<file path="src/rtl/ivd_pkg.sv">
package ivd_pkg;
  localparam int ADDR_W    = 20;
  localparam int BYTE_W    = 8;
  localparam int MAX_BYTES = 4;
  localparam int REG_W     = 4;
  localparam int NEAR_W    = 12;
  localparam int FLAG_W    = 6;
  // bit of the second byte that selects the four-byte form
  localparam int EXT_BIT   = 4;
  // positions inside the flag vector {n,i,x,b,p,e}
  localparam int FL_X      = 3;
  localparam int FL_B      = 2;
  localparam int FL_P      = 1;

  typedef logic [ADDR_W-1:0] addr_t;
  typedef logic [BYTE_W-1:0] byte_t;

  typedef enum logic [1:0] {
    FMT_1B = 2'd0,
    FMT_2B = 2'd1,
    FMT_3B = 2'd2,
    FMT_4B = 2'd3
  } fmt_e;

  typedef enum logic [1:0] {
    SLOT_0 = 2'd0,
    SLOT_1 = 2'd1,
    SLOT_2 = 2'd2,
    SLOT_3 = 2'd3
  } slot_e;

  typedef struct packed {
    fmt_e                 fmt;
    addr_t                pc;
    byte_t                opcode;
    logic [REG_W-1:0]     r1;
    logic [REG_W-1:0]     r2;
    logic [FLAG_W-1:0]    flags;
    addr_t                field;
    addr_t                target;
    logic                 illegal;
  } dec_out_t;

  // one-byte opcodes: fixed table
  function automatic logic op_is_1b(byte_t op);
    case (op)
      8'hC0, 8'hC4, 8'hC8, 8'hF0, 8'hF4, 8'hF8: return 1'b1;
      default:                                   return 1'b0;
    endcase
  endfunction

  // two-byte opcodes: 0x90 .. 0xB8, word aligned
  function automatic logic op_is_2b(byte_t op);
    return (op[1:0] == 2'b00) && (op >= 8'h90) && (op <= 8'hB8);
  endfunction
endpackage

</file>
<file path="src/rtl/ivd_byte_seq.sv">
module ivd_byte_seq
  import ivd_pkg::*;
#(
  parameter addr_t START_PC = '0
) (
  input  logic                            clk,
  input  logic                            rst_n,
  input  byte_t                           mem_rdata,
  output addr_t                           mem_addr,
  output logic [MAX_BYTES-1:0][BYTE_W-1:0] ins_bytes,
  output logic                            fire,
  output fmt_e                            fire_fmt,
  output addr_t                           ins_pc,
  output addr_t                           next_pc
);
  slot_e slot_q, slot_d;
  addr_t addr_q, addr_d;
  addr_t pc_q, pc_d;
  logic [MAX_BYTES-1:0][BYTE_W-1:0] hold_q;

  // length decision as bytes arrive
  always_comb begin
    fire     = 1'b0;
    fire_fmt = FMT_1B;
    slot_d   = slot_q;
    unique case (slot_q)
      SLOT_0: begin
        if (op_is_1b(mem_rdata)) begin
          fire     = 1'b1;
          fire_fmt = FMT_1B;
        end else begin
          slot_d = SLOT_1;
        end
      end
      SLOT_1: begin
        if (op_is_2b(hold_q[0])) begin
          fire     = 1'b1;
          fire_fmt = FMT_2B;
          slot_d   = SLOT_0;
        end else begin
          slot_d = SLOT_2;
        end
      end
      SLOT_2: begin
        if (!hold_q[1][EXT_BIT]) begin
          fire     = 1'b1;
          fire_fmt = FMT_3B;
          slot_d   = SLOT_0;
        end else begin
          slot_d = SLOT_3;
        end
      end
      SLOT_3: begin
        fire     = 1'b1;
        fire_fmt = FMT_4B;
        slot_d   = SLOT_0;
      end
      default: slot_d = SLOT_0;
    endcase
  end

  always_comb begin
    addr_d = addr_q + ADDR_W'(1);
    pc_d   = (slot_q == SLOT_0) ? addr_q : pc_q;
  end

  always_ff @(posedge clk or negedge rst_n) begin
    if (!rst_n) begin
      slot_q <= SLOT_0;
      addr_q <= START_PC;
      pc_q   <= START_PC;
    end else begin
      slot_q <= slot_d;
      addr_q <= addr_d;
      pc_q   <= pc_d;
    end
  end

  // per-slot byte capture; the current slot sees the live byte
  for (genvar k = 0; k < MAX_BYTES; k++) begin : g_slot
    always_ff @(posedge clk or negedge rst_n) begin
      if (!rst_n) begin
        hold_q[k] <= '0;
      end else if (slot_q == slot_e'(k)) begin
        hold_q[k] <= mem_rdata;
      end
    end
    assign ins_bytes[k] = (slot_q == slot_e'(k)) ? mem_rdata : hold_q[k];
  end

  assign mem_addr = addr_q;
  assign ins_pc   = pc_d;
  assign next_pc  = addr_d;
endmodule

</file>
<file path="src/rtl/ivd_field_split.sv">
module ivd_field_split
  import ivd_pkg::*;
(
  input  fmt_e                             fmt,
  input  logic [MAX_BYTES-1:0][BYTE_W-1:0] ins_bytes,
  output byte_t                            opcode,
  output logic [REG_W-1:0]                 r1,
  output logic [REG_W-1:0]                 r2,
  output logic [FLAG_W-1:0]                flags,
  output addr_t                            field
);
  always_comb begin
    opcode = ins_bytes[0];
    r1     = '0;
    r2     = '0;
    flags  = '0;
    field  = '0;
    unique case (fmt)
      FMT_1B: ;
      FMT_2B: begin
        r1 = ins_bytes[1][BYTE_W-1:REG_W];
        r2 = ins_bytes[1][REG_W-1:0];
      end
      FMT_3B, FMT_4B: begin
        opcode = {ins_bytes[0][BYTE_W-1:2], 2'b00};
        flags  = {ins_bytes[0][1:0], ins_bytes[1][BYTE_W-1:REG_W]};
        if (fmt == FMT_3B)
          field = ADDR_W'({ins_bytes[1][REG_W-1:0], ins_bytes[2]});
        else
          field = ADDR_W'({ins_bytes[1][REG_W-1:0], ins_bytes[2], ins_bytes[3]});
      end
      default: ;
    endcase
  end
endmodule

</file>
<file path="src/rtl/ivd_target_gen.sv">
module ivd_target_gen
  import ivd_pkg::*;
(
  input  fmt_e              fmt,
  input  logic [FLAG_W-1:0] flags,
  input  addr_t             field,
  input  addr_t             base_reg,
  input  addr_t             index_reg,
  input  addr_t             next_pc,
  output addr_t             target,
  output logic              illegal
);
  logic              mem_op;
  logic              long_form;
  logic [NEAR_W-1:0] near;
  addr_t             pre_idx;
  addr_t             with_idx;

  always_comb begin
    mem_op    = (fmt == FMT_3B) || (fmt == FMT_4B);
    long_form = (fmt == FMT_4B);
    near      = field[NEAR_W-1:0];
    illegal   = mem_op && (long_form ? (flags[FL_B] | flags[FL_P])
                                     : (flags[FL_B] & flags[FL_P]));
    unique case ({flags[FL_B], flags[FL_P]})
      2'b10:   pre_idx = base_reg + ADDR_W'(near);
      2'b01:   pre_idx = next_pc + ADDR_W'($signed(near));
      default: pre_idx = field;
    endcase
    with_idx = flags[FL_X] ? (pre_idx + index_reg) : pre_idx;
    target   = (mem_op && !illegal) ? with_idx : '0;
  end
endmodule

</file>
<file path="src/rtl/ivd_fetch_decode.sv">
module ivd_fetch_decode
  import ivd_pkg::*;
#(
  parameter addr_t START_PC    = '0,
  parameter int    SYNC_STAGES = 2
) (
  input  logic                 clk,
  input  logic                 rst_n,
  output logic [ADDR_W-1:0]    mem_addr,
  input  logic [BYTE_W-1:0]    mem_rdata,
  input  logic [ADDR_W-1:0]    base_reg,
  input  logic [ADDR_W-1:0]    index_reg,
  output logic                 dec_valid,
  output logic [1:0]           dec_fmt,
  output logic [ADDR_W-1:0]    dec_pc,
  output logic [BYTE_W-1:0]    dec_opcode,
  output logic [REG_W-1:0]     dec_r1,
  output logic [REG_W-1:0]     dec_r2,
  output logic [FLAG_W-1:0]    dec_flags,
  output logic [ADDR_W-1:0]    dec_disp,
  output logic [ADDR_W-1:0]    dec_target,
  output logic                 dec_illegal
);
  // reset: asserted at once, released on a clock edge
  logic rst_core_n;
  logic [SYNC_STAGES-1:0] sync_q;
  if (SYNC_STAGES > 1) begin : g_sync_multi
    always_ff @(posedge clk or negedge rst_n) begin
      if (!rst_n) sync_q <= '0;
      else        sync_q <= {sync_q[SYNC_STAGES-2:0], 1'b1};
    end
  end else begin : g_sync_single
    always_ff @(posedge clk or negedge rst_n) begin
      if (!rst_n) sync_q <= '0;
      else        sync_q <= 1'b1;
    end
  end
  assign rst_core_n = sync_q[SYNC_STAGES-1];

  logic [MAX_BYTES-1:0][BYTE_W-1:0] ins_bytes;
  logic              fire;
  fmt_e              fire_fmt;
  addr_t             ins_pc, next_pc;
  byte_t             sp_opcode;
  logic [REG_W-1:0]  sp_r1, sp_r2;
  logic [FLAG_W-1:0] sp_flags;
  addr_t             sp_field, tg_target;
  logic              tg_illegal;

  ivd_byte_seq #(.START_PC(START_PC)) u_seq (
    .clk       (clk),
    .rst_n     (rst_core_n),
    .mem_rdata (mem_rdata),
    .mem_addr  (mem_addr),
    .ins_bytes (ins_bytes),
    .fire      (fire),
    .fire_fmt  (fire_fmt),
    .ins_pc    (ins_pc),
    .next_pc   (next_pc)
  );

  ivd_field_split u_split (
    .fmt       (fire_fmt),
    .ins_bytes (ins_bytes),
    .opcode    (sp_opcode),
    .r1        (sp_r1),
    .r2        (sp_r2),
    .flags     (sp_flags),
    .field     (sp_field)
  );

  ivd_target_gen u_tgt (
    .fmt       (fire_fmt),
    .flags     (sp_flags),
    .field     (sp_field),
    .base_reg  (base_reg),
    .index_reg (index_reg),
    .next_pc   (next_pc),
    .target    (tg_target),
    .illegal   (tg_illegal)
  );

  dec_out_t out_q, out_d;
  logic     valid_q, valid_d;

  always_comb begin
    valid_d = fire;
    out_d   = out_q;
    if (fire) begin
      out_d.fmt     = fire_fmt;
      out_d.pc      = ins_pc;
      out_d.opcode  = sp_opcode;
      out_d.r1      = sp_r1;
      out_d.r2      = sp_r2;
      out_d.flags   = sp_flags;
      out_d.field   = sp_field;
      out_d.target  = tg_target;
      out_d.illegal = tg_illegal;
    end
  end

  always_ff @(posedge clk or negedge rst_core_n) begin
    if (!rst_core_n) begin
      valid_q <= 1'b0;
      out_q   <= '0;
    end else begin
      valid_q <= valid_d;
      out_q   <= out_d;
    end
  end

  assign dec_valid   = valid_q;
  assign dec_fmt     = out_q.fmt;
  assign dec_pc      = out_q.pc;
  assign dec_opcode  = out_q.opcode;
  assign dec_r1      = out_q.r1;
  assign dec_r2      = out_q.r2;
  assign dec_flags   = out_q.flags;
  assign dec_disp    = out_q.field;
  assign dec_target  = out_q.target;
  assign dec_illegal = out_q.illegal;
endmodule

</file>
<file path="config.mk">
export PLATFORM = sky130hd
export DESIGN_NAME = ivd_fetch_decode
export DESIGN_NICKNAME = d
export VERILOG_FILES = /design/src/rtl/ivd_pkg.sv /design/src/rtl/ivd_byte_seq.sv /design/src/rtl/ivd_field_split.sv /design/src/rtl/ivd_target_gen.sv /design/src/rtl/ivd_fetch_decode.sv
export SDC_FILE = /design/constraint.sdc
export NUM_CORES = 1
export LEC_CHECK = 0
export ABC_AREA = 1
export BUFFER_PORTS_ARGS = -buffer_cell sky130_fd_sc_hd__clkbuf_2
export CAP_MARGIN = 20
export CORE_MARGIN = 2
export CORE_UTILIZATION = 60
export CTS_BUF_LIST = sky130_fd_sc_hd__clkbuf_4 sky130_fd_sc_hd__clkbuf_8
export DETAILED_ROUTE_END_ITERATION = 8
export PLACE_DENSITY = 0.84
export REMOVE_ABC_BUFFERS = 1
export SYNTH_ARGS = -nofsm -noshare
export SYNTH_HDL_FRONTEND = slang
export SYNTH_SLANG_ARGS = --single-unit
</file>
<file path="constraint.sdc">
create_clock -name clk -period 13.5 [get_ports clk]
set_clock_uncertainty 0.05 [all_clocks]
set_input_delay 1.35 -clock clk [delete_from_list [all_inputs] [get_ports clk]]
set_output_delay 1.35 -clock clk [all_outputs]
set_load 0.02 [all_outputs]
</file>
## Word level (Yosys, flattened, before mapping)

Cells that the tools add are included.

| storage, ports and cells | value |
|---|---|
| bits in registers | 162 |
| bits of input ports | 50 |
| output and inout port bits | 106 |
| word-level logic and storage cells | 79 |

| cells by class | value |
|---|---|
| $add $sub $neg | 4 |
| order comparisons | 2 |
| equal/unequal tests | 15 |
| mux-type cells | 28 |
| bitwise operators | 2 |
| reductions and logical operators | 10 |

Operators by type and width:

| cell | number |
|---|---|
| 20-bit two-way mux | 5 |
| 8-bit == test (second input constant) | 6 |
| 20-bit adder | 2 |
| 20-bit case mux with 2 select lines | 1 |
| 8-bit two-way mux | 4 |
| 20-bit by 1-bit adder with 20-bit output (second input constant) | 1 |
| 20-bit by 12-bit adder with 20-bit output | 1 |
| 2-bit case mux with 4 select lines | 2 |
| 2-bit == test (second input constant) | 5 |
| 2-bit two-way mux | 5 |
| 8-bit greater-or-equal comparator (second input constant) | 1 |
| 8-bit less-or-equal comparator (second input constant) | 1 |
| 4-bit two-way mux | 2 |
| 1-bit two-way mux | 7 |
| 2-bit by 1-bit == test with 1-bit output (second input constant) | 3 |
| 6-bit two-way mux | 1 |
| 6-bit OR reduction | 1 |
| 1-bit logical AND | 4 |
| 2-bit logical NOT | 2 |
| 1-bit case mux with 4 select lines | 1 |
| 2-bit inequality test (second input constant) | 1 |
| 2-bit OR reduction | 1 |
| 1-bit bitwise AND | 1 |
| 1-bit logical NOT | 1 |
| other kinds (2) | 2 |

## Longest topological paths before layout

Gate-level depths: netlist of the first run.

| depth | value |
|---|---|
| depth in word-level cells | 14 |
| gate-level depth with buffers | 34 |
| depth with buffers taken out | 33 |

## Modules after synthesis

A second synthesis of the first run with hierarchy kept.

| second synthesis, totals | value |
|---|---|
| cells, all modules | 1,573 |
| area total of the unflattened synthesis | 10,925.5 um^2 |

Modules (own cells, without submodules):

| module | instances | cells each | area an instance (um^2) | sequential area each (um^2) |
|---|---|---|---|---|
| ivd_target_gen | 1 | 779 | 4,119.0 | 0.0 |
| ivd_fetch_decode | 1 | 364 | 3,310.7 | 2,202.1 |
| ivd_byte_seq | 1 | 336 | 3,076.7 | 1,851.8 |
| ivd_field_split | 1 | 94 | 419.2 | 0.0 |

## Least setup slack after synthesis of the first run

OpenSTA, ideal clock, no wires.

| timing path | value |
|---|---|
| path type | input -> register |
| start | in mem_rdata[3] |
| end | reg out_q (netlist bit dec_target[19]) |
| setup time | 118 ps |
| data arrival time | 4,809 ps |
| data required time | 13,332 ps |
| slack | 8,523 ps |
| stages on the path | 24 |
| buffers on the path | 0 |
| cell sequence | o21ai_1 > o22ai_1 > ha_1 > a21oi_1 > inv_1 > nor2_1 > a21boi_0 > nand3_1 > nand3_1 > nand3_1 > o21ai_1 > inv_1 > ha_1 > nand2_1 > nor4_1 > nand4_1 > nand3_1 > a21oi_1 > o21bai_1 > nor2_1 > nor2_1 > nand3_1 > nand3_1 > nand2_1 |

| on the way | value |
|---|---|
| longest elaborated chain between the ends | 8 |
| elaborated cells between the ends (all ways) | 22 |
| those cells by class | 3 x add/sub; 6 x eq/ne; 12 x mux; 1 x reduce/logical |

Ends and longest elaborated chain:

| what | RTL line | RTL |
|---|---|---|
| from (decl) | ivd_fetch_decode.sv:10 | `input logic [BYTE_W-1:0] mem_rdata,` |
| 8-bit two-way mux | ivd_byte_seq.sv:88 | `assign ins_bytes[k] = (slot_q == slot_e'(k)) ? mem_rdata : hold_q[k];` |
| 20-bit two-way mux (*) | ivd_field_split.sv:27 | `if (fmt == FMT_3B)` |
| 20-bit two-way mux (*) | ivd_field_split.sv:18 | `unique case (fmt)` |
| net sp_field[11] | ivd_fetch_decode.sv:47 | `addr_t sp_field, tg_target;` |
| 20-bit adder or 20-bit by 12-bit adder with 20-bit output (tied branches) | ivd_target_gen.sv:27, ivd_target_gen.sv:26 |  |
| 20-bit case mux with 2 select lines (*) | ivd_target_gen.sv:25 | `unique case ({flags[FL_B], flags[FL_P]})` |
| 20-bit adder | ivd_target_gen.sv:30 | `with_idx = flags[FL_X] ? (pre_idx + index_reg) : pre_idx;` |
| 20-bit two-way mux (*) | ivd_target_gen.sv:30 |  |
| 20-bit two-way mux (*) | ivd_target_gen.sv:31 | `target = (mem_op && !illegal) ? with_idx : '0;` |
| to (signal assigned) | ivd_fetch_decode.sv:108 | `out_q <= out_d;` |
| to (decl) | ivd_fetch_decode.sv:83 | `dec_out_t out_q, out_d;` |

Mark *: on every way through the listed nets, which the timed path passes. The rest lies on a longest branch. The select of a mux whose other input is x is not followed.
A chain may end at the register's enable or synchronous reset.

## Worst setup path after layout of the first run

| timing path | value |
|---|---|
| start | reg u_seq.slot_q[0] |
| end | reg out_q (netlist bit dec_target[15]) |

| on the way | value |
|---|---|
| longest elaborated chain between the ends | 11 |
| elaborated cells between the ends (all ways) | 30 |
| those cells by class | 3 x add/sub; 7 x eq/ne; 12 x mux; 2 x bitwise; 6 x reduce/logical |

Ends and longest elaborated chain:

| what | RTL line | RTL |
|---|---|---|
| from (decl) | ivd_byte_seq.sv:16 | `slot_e slot_q, slot_d;` |
| from (signal assigned) | ivd_byte_seq.sv:73 | `slot_q <= slot_d;` |
| 2-bit == test, or another cell as far along | ivd_byte_seq.sv:26 | `unique case (slot_q)` |
| 2-bit case mux with 4 select lines | ivd_byte_seq.sv:26 |  |
| 2-bit == test | ivd_field_split.sv:18 |  |
| 2-bit OR reduction | ivd_field_split.sv:18 |  |
| 6-bit two-way mux (*) | ivd_field_split.sv:18 |  |
| net sp_flags[1] | ivd_fetch_decode.sv:46 | `logic [FLAG_W-1:0] sp_flags;` |
| branches (longest 5 deep; another with 20-bit adder) | n/a |  |
| 20-bit two-way mux (*) | ivd_target_gen.sv:31 |  |

Mark *: on every way through the listed nets, which the timed path passes.

==> results of run 1 <==
[where the power goes]
part / internal [µW] / switching, µW
combinational: 587 / 1270
clock: 193 / 201
sequential: 616 / 103
total: 1400 / 1580
[cell type report]
cell class              count  share of cell area, %
clock inverters            14                   1.77
well taps                 220                   2.38
clock buffers              18                   2.09
multi-input cells        1043                   47.0
inverters                 181                   5.88
repair buffers            163                   7.23
flip-flops and latches    155                   33.6
[kinds of logic after synthesis]
family          synth area share (%)
simple gates                    31.1
compound gates                  13.5
other cells                   0.0369
buf+inv                         8.38
xor+xnor                        2.47
fa+ha+maj                       6.35
flops                           38.2
[registers in the layout (all words and copies together) (netlist names)]
register	count
dec_valid	1
dec_r1	4
dec_opcode	8
u_seq.mem_addr	20
dec_target	20
dec_disp	20
dec_pc	20
u_seq.hold_q	25
dec_r2	4
u_seq.slot_q	2
dec_fmt	2
sync_q	2
dec_illegal	1
dec_flags	6
u_seq.pc_q	20
[stage by stage]
stage	power (µW)	util [%]	cells	setup WS, ns
floorplan	2010	-	1379	8.50
global placement	2520	67.0	1762	7.29
detailed placement	2550	67.0	1762	7.28
CTS	2950	69.7	1794	7.65
global route	3220	69.7	1794	7.04
finish	2970	69.7	1794	7.56
[worst register-to-register path, delay by kind of cell (launching register included)]
kind                       cells  cell delay [ns]
buffers and inverters          4             0.80
adders and majority gates      2             1.32
and+or+nand+nor               12             1.35
AOI/OAI and AO/OA              6             1.30
xor gates and xnor gates       1             0.11
DFF                            1             0.92
[layer usage]
metal / vias to the layer above / share of wire (%) / global-route usage (%)
li1: 4877 / - / -
met1: 4617 / 42 / 44.9
met2: 456 / 46 / 53.9
met3: 56 / 8.9 / 7.26
met4: 0 / 2.4 / 11.3
met5: - / 0 / 0
[cells in the final DEF (no fill, tap or decap), types with 5 or more instances in the layout]
cell,instances
a21boi_0,8
a21oi_1,58
a31oi_1,14
buf_4,8
clkbuf_2,155
clkbuf_8,17
dfrtp_1,154
ha_1,50
inv_1,161
inv_2,20
inv_6,5
nand2_1,455
nand2_2,17
nand3_1,95
nand3b_1,5
nand4_1,21
nor2_1,86
nor2_2,5
nor2_4,6
nor3_1,13
nor4_1,6
o211ai_4,5
o21a_1,5
o21ai_0,89
o21ai_1,26
or2_2,7
xnor2_1,8
xor2_1,17
[worst max path at each step]
stage | endpoint | slack, ns | cells past startpoint
after floorplan | dec_target[19] | 8.50 | 24
after global placement | dec_target[19] | 7.29 | 28
after detailed placement | dec_target[19] | 7.28 | 28
after CTS | dec_target[19] | 7.65 | 30
after global routing | dec_target[15] | 7.04 | 25
final | dec_target[15] | 7.56 | 25
==> impl_results.md, run 1 <==
- R2r setup slk: about 7.6 ns
- Worst-Skew Late Latency: ~0.48 ns
- Routed WL per cell: between 15 and 20 µm
- Worst hold path type: reg -> async
- Die area: roughly 18000 µm²
- Root Driver: clkbuf_8
- P_leak: ~0.0064 µW
- Ratio of cells with drive above 1 in the final layout: between 10% and 20%
- Status: complete, no violations
- CTS Buf Count: 17
- Layout fillers: between 1000 and 1500
- Die height: between 100 and 150 µm
- CTS Buffer Depth: 2
- Synth Area per Inst: 7.17 µm²
- Crit start category: flop
- Routed vias/inst: 5.58
- Critical Path RT: approximately 14 ns
- Setup TNS Final: 0 ns
- Residual DRC count: 0
- Worst reg2reg path depth: 25
- Reg2reg end: dec_target[15]
- CP Class: reg -> reg
- Synth warnings: 0
- Post-synthesis cell area: 10200 µm²
- Final Cell Area: roughly 12000 µm²
- Placed cell area: 11100 µm²
- Area contributors post-synth: dfrtp_1 (38%), nand2_1 (17%), ha_1 (6.2%)
- Crit-path leading delay family: simple AND/OR/NAND/NOR gates
- CTS Hold Buffers Added: 0
- First-pass GRT wire length: roughly 47000 µm
- Worst-Margin Slew: roughly 1.1 ns
- Placer congestion estimate: about 1.0
- Reg area: 3880 µm²
- Largest net degree at the start of global routing: slightly below 70
- Cells after synthesis: roughly 1400
- Vias in the first global route: ~9500
- WHS: roughly 0.24 ns
- CP startpoint: u_seq.slot_q[0]
- Tmin final: around 5.9 ns
- Count of different cell masters after synthesis: 52
- Cts repair resizes: 0
- Post-detailed-placement half-perimeter wirelength: between 20000 and 25000 µm
- # port buffers: 155
- Arr. time, crit path: between 6 and 7 ns
- Seq/Total Area, Yosys: between 30% and 40%
- Reg2reg start: u_seq.slot_q[0]
- Final net count: between 1500 and 2000
- 1st-iter DRT viols: 880
- Most used cell, CP: nand2_1
- Seq cells post-synth: approximately 160
- Most frequent cell after synthesis: nand2_1
- Max_slew headroom: between 20% and 30%
- Pwr per Cell Area: ~260 nW/µm²
- Fmax: around 0.17 GHz
- First drt pass iteration count: 5
- Crit path largest cell delay: 0.92 ns
- Post-CTS setup repair buffer count: 0
- Ys flop type: dfrtp_1
- Crit path max fanout: 26
- Initial antenna violation count: 0
- Yosys top cell by area: dfrtp_1
- CTS tree: yes
- Grt ovf: 0
- Fin. Hold Viols: 0
- Post-synth ARST share: 100%
- Final setup viols: 0
- Commonest cells in the synthesized netlist: nand2_1 (455), inv_1 (161), dfrtp_1 (155)
- Max-Cap Viols: 0
- Post-Route WL: between 20000 and 30000 µm
- Post-synth top area share: a little under two fifths
- IO Pins: between 150 and 200
- Diode count: 0
- Area delta synth->final: 13.6%
- CP bufs+invs: 4
- Post-synth EDFFs: 0
- Crit-path slowest cell: dfrtp_1
- Starting Density: around three fifths
- Global-route usage over all layers: approximately 33%
- Max-slew violations: 0
- H-tree depth: 4
- Unrepaired setup endpoints after global routing: no
- # rows: 47
- Clk slew on worst S/H paths: ~0.10 ns
- Crit. End Element: flop
- Via count: 10006
- ANT nets after route: 0
- Period utilisation layout: 44.0%
- TritonCTS Sinks: ~160
- Die Wd: between 100 and 150 µm
- Peak supply drop: between 0.0002 and 0.00025 V
- Multi-input logic area: between 5000 and 6000 µm²
- Core area: between 15000 and 20000 µm²
No activity file was read; power rests on OpenSTA's default activity.
==> inputs of run 2 (changes only) <==
==> constraint.sdc (replaced) <==
create_clock -name clk -period 5.7 [get_ports clk]
set_clock_uncertainty 0.05 [all_clocks]
set_input_delay 0.57 -clock clk [delete_from_list [all_inputs] [get_ports clk]]
set_output_delay 0.57 -clock clk [all_outputs]
set_load 0.02 [all_outputs]
==> run 2 against run 1 <==
Compared with the run above: cell count up 0.28%; sequential power increased by 130%; global-route usage fell by 0.26 points; die area did not move; critical path type unchanged; via count down 1.4%; fmax grew 16%; combinational power grew 140%; clock power increased by 140%; first-iteration DRC count shrank 8.5%; non-clock buffer count up 5; worst hold slack better by 0.085 ns; sequential share of layout area decreased by 0.16 points.
==> impl_results.md, run 2 (synthesis results as in run 1) <==
- Status: complete, no violations
- Unrepaired setup endpoints after global routing: no
- Die height: 134 µm (unchanged)
- Via count: 9861 (-1.4%)
- CTS tree: yes
- Ratio of cells with drive above 1 in the final layout: 17.2% (+0.20 points)
- Vias in the first global route: 9425 (-0.97%)
- Grt ovf: 0 (unchanged)
- Final net count: 1667 (+0.30%)
- Crit-path slowest cell: dfrtp_1
- Tmin final: 5.10 ns (-0.836 ns)
- P_leak: 0.00646 µW (+0.59%)
- Biggest register: u_seq.hold_q
- CP Class: reg -> reg
- # rows: 47 (unchanged)
- H-tree depth: 4 (unchanged)
- First-pass GRT wire length: 46700 µm (-1.2%)
- Die Wd: 134 µm (unchanged)
- Hold-critical path depth: 0
- Area delta synth->final: 14.2%
- Max-slew violations: 0 (unchanged)
- Post-detailed-placement half-perimeter wirelength: 22300 µm (-1.7%)
- Fmax: 0.196 GHz (+16%)
- Critical Path RT: 6.00 ns (-7.83 ns)
- Root Driver: clkbuf_8
- CTS Buf Count: 17 (unchanged)
- Layout fillers: 1439 (-0.21%)
- Final setup viols: 0 (unchanged)
- Placer congestion estimate: 1.03 (+2.5%)
- Largest net degree at the start of global routing: 91 (+34%)
- Clk slew on worst S/H paths: 0.10 ns (about the same)
- Peak supply drop: 0.000494 V (+120%)
- Crit path largest cell delay: 0.54 ns (-0.38 ns)
- ANT nets after route: 0 (unchanged)
- Crit-path leading delay family: simple AND/OR/NAND/NOR gates
- Crit path max fanout: 14 (-46%)
- Core area: 16600 µm² (unchanged)
- Arr. time, crit path: 5.40 ns (-0.86 ns)
- Initial antenna violation count: 0 (unchanged)
- Post-Route WL: 29200 µm (-0.26%)
- Worst-Skew Late Latency: 0.46 ns (-0.02 ns)
- Layout Utilization: 70.0% (+0.34 points)
- CP bufs+invs: 4 (unchanged)
- Commonest non-fill, non-tap cell in the layout: nand2_1
- Crit start category: flop
- Worst hold path type: reg -> reg
- Starting Density: 61.3% (unchanged)
- Global-route usage over all layers: 33.1% (-0.26 points)
- Routed WL per cell: 16.2 µm (-0.54%)
- Worst reg2reg path depth: 30 (+20%)
- 1st-iter DRT viols: 805 (-8.5%)
- First drt pass iteration count: 5 (unchanged)
- Routed vias/inst: 5.48 (-1.7%)
- TritonCTS Sinks: 155 (unchanged)
- Most frequent cells in the layout: nand2_1 (455), inv_1 (161), clkbuf_2 (155)
- Setup TNS Final: 0 ns (unchanged)
- # port buffers: 155 (unchanged)
- Diode count: 0 (unchanged)
- Crit. End Element: flop
- WHS: 0.330 ns (+0.0854 ns)
- Pwr per Cell Area: 612 nW/µm² (+140%)
- Fin. Hold Viols: 0 (unchanged)
- Largest register FFs: 25 (unchanged)
- Residual DRC count: 0 (unchanged)
- Worst-Margin Slew: 0.981 ns (-0.110 ns)
- Max-Cap Viols: 0 (unchanged)
- Period utilisation layout: 89.5% (+45 points)
- Die area: 18000 µm² (unchanged)
- CTS Buffer Depth: 2 (unchanged)
- Max_slew headroom: 33.9% (+7.4 points)
- Post-CTS setup repair buffer count: 0 (unchanged)
- CP Depth: 30 (+20%)
- IO Pins: 156 (unchanged)
## run 2: cell types whose count changed in the layout (fill, tap and decap cells not counted), sizes merged
cell / previous run / this run
buf: 8 / 12
bufinv: 3 / 4
clkinvlp: 2 / 1
dlygate4sd3: 0 / 1
## run 2: final timing paths
check	from	endpoint	slack, ns
setup / recovery	u_seq.slot_q[1]	dec_target[19]	0.60
setup reg to reg	u_seq.slot_q[1]	dec_target[19]	0.60
min in group asynchronous	rst_n	sync_q[1]	0.37
hold / removal	sync_q[0]	sync_q[1]	0.33
hold reg to reg	sync_q[0]	sync_q[1]	0.33
max in group asynchronous	sync_q[1]	u_seq.pc_q[16]	4.21
## run 2: per-layer routing
layer	track usage, %	vias to the layer above	wire [µm]
met5	0	-	0
met2	54.8	378	13900
met4	10.4	0	747
li1	-	4880	-
met3	6.99	52	2120
met1	43.9	4551	12500
## run 2: where the power goes
part / total [µW] / switching [µW] / internal, µW
clock network: 949 / 454 / 495
registers: 1670 / 212 / 1460
logic: 4480 / 3070 / 1410
## run 2: worst reg2reg max path, delay by kind of cell, from the launching register on
family,cells,cell delay (ns)
AO/OA/AOI/OAI,7,1.05
AND/OR/NAND/NOR,17,2.26
adder cells (fa/ha/maj),2,0.66
buffers and inverters,4,0.42
flip-flops,1,0.54
## run 2: final cells by class
type	count	area (µm²)	area share (%)
sequential	155	3880	33.4
inverter	181	679	5.85
clock buffer	18	241	2.08
clock inverter	14	208	1.79
tap	220	275	2.37
multi-input combinational	1043	5440	46.8
timing repair buffer	168	888	7.65
## run 2: per-stage QoR
stage	instance area, µm²	power [µW]	instances	worst slack (ns)
2_1_floorplan	9990	4760	1379	0.832
3_3_place_gp	11200	6030	1766	0.677
3_5_place_dp	11200	6080	1766	0.585
4_1_cts	11600	7060	1799	0.541
5_1_grt	11600	7700	1799	0.0674
6_report	11600	7100	1799	0.601
## run 2: what timing repair did
action / CTS / global route
resized for setup: 0 / 1
hold buffers: 1 / 0
hold endpoints to repair: 2 / 0
setup endpoints to repair: 0 / 1
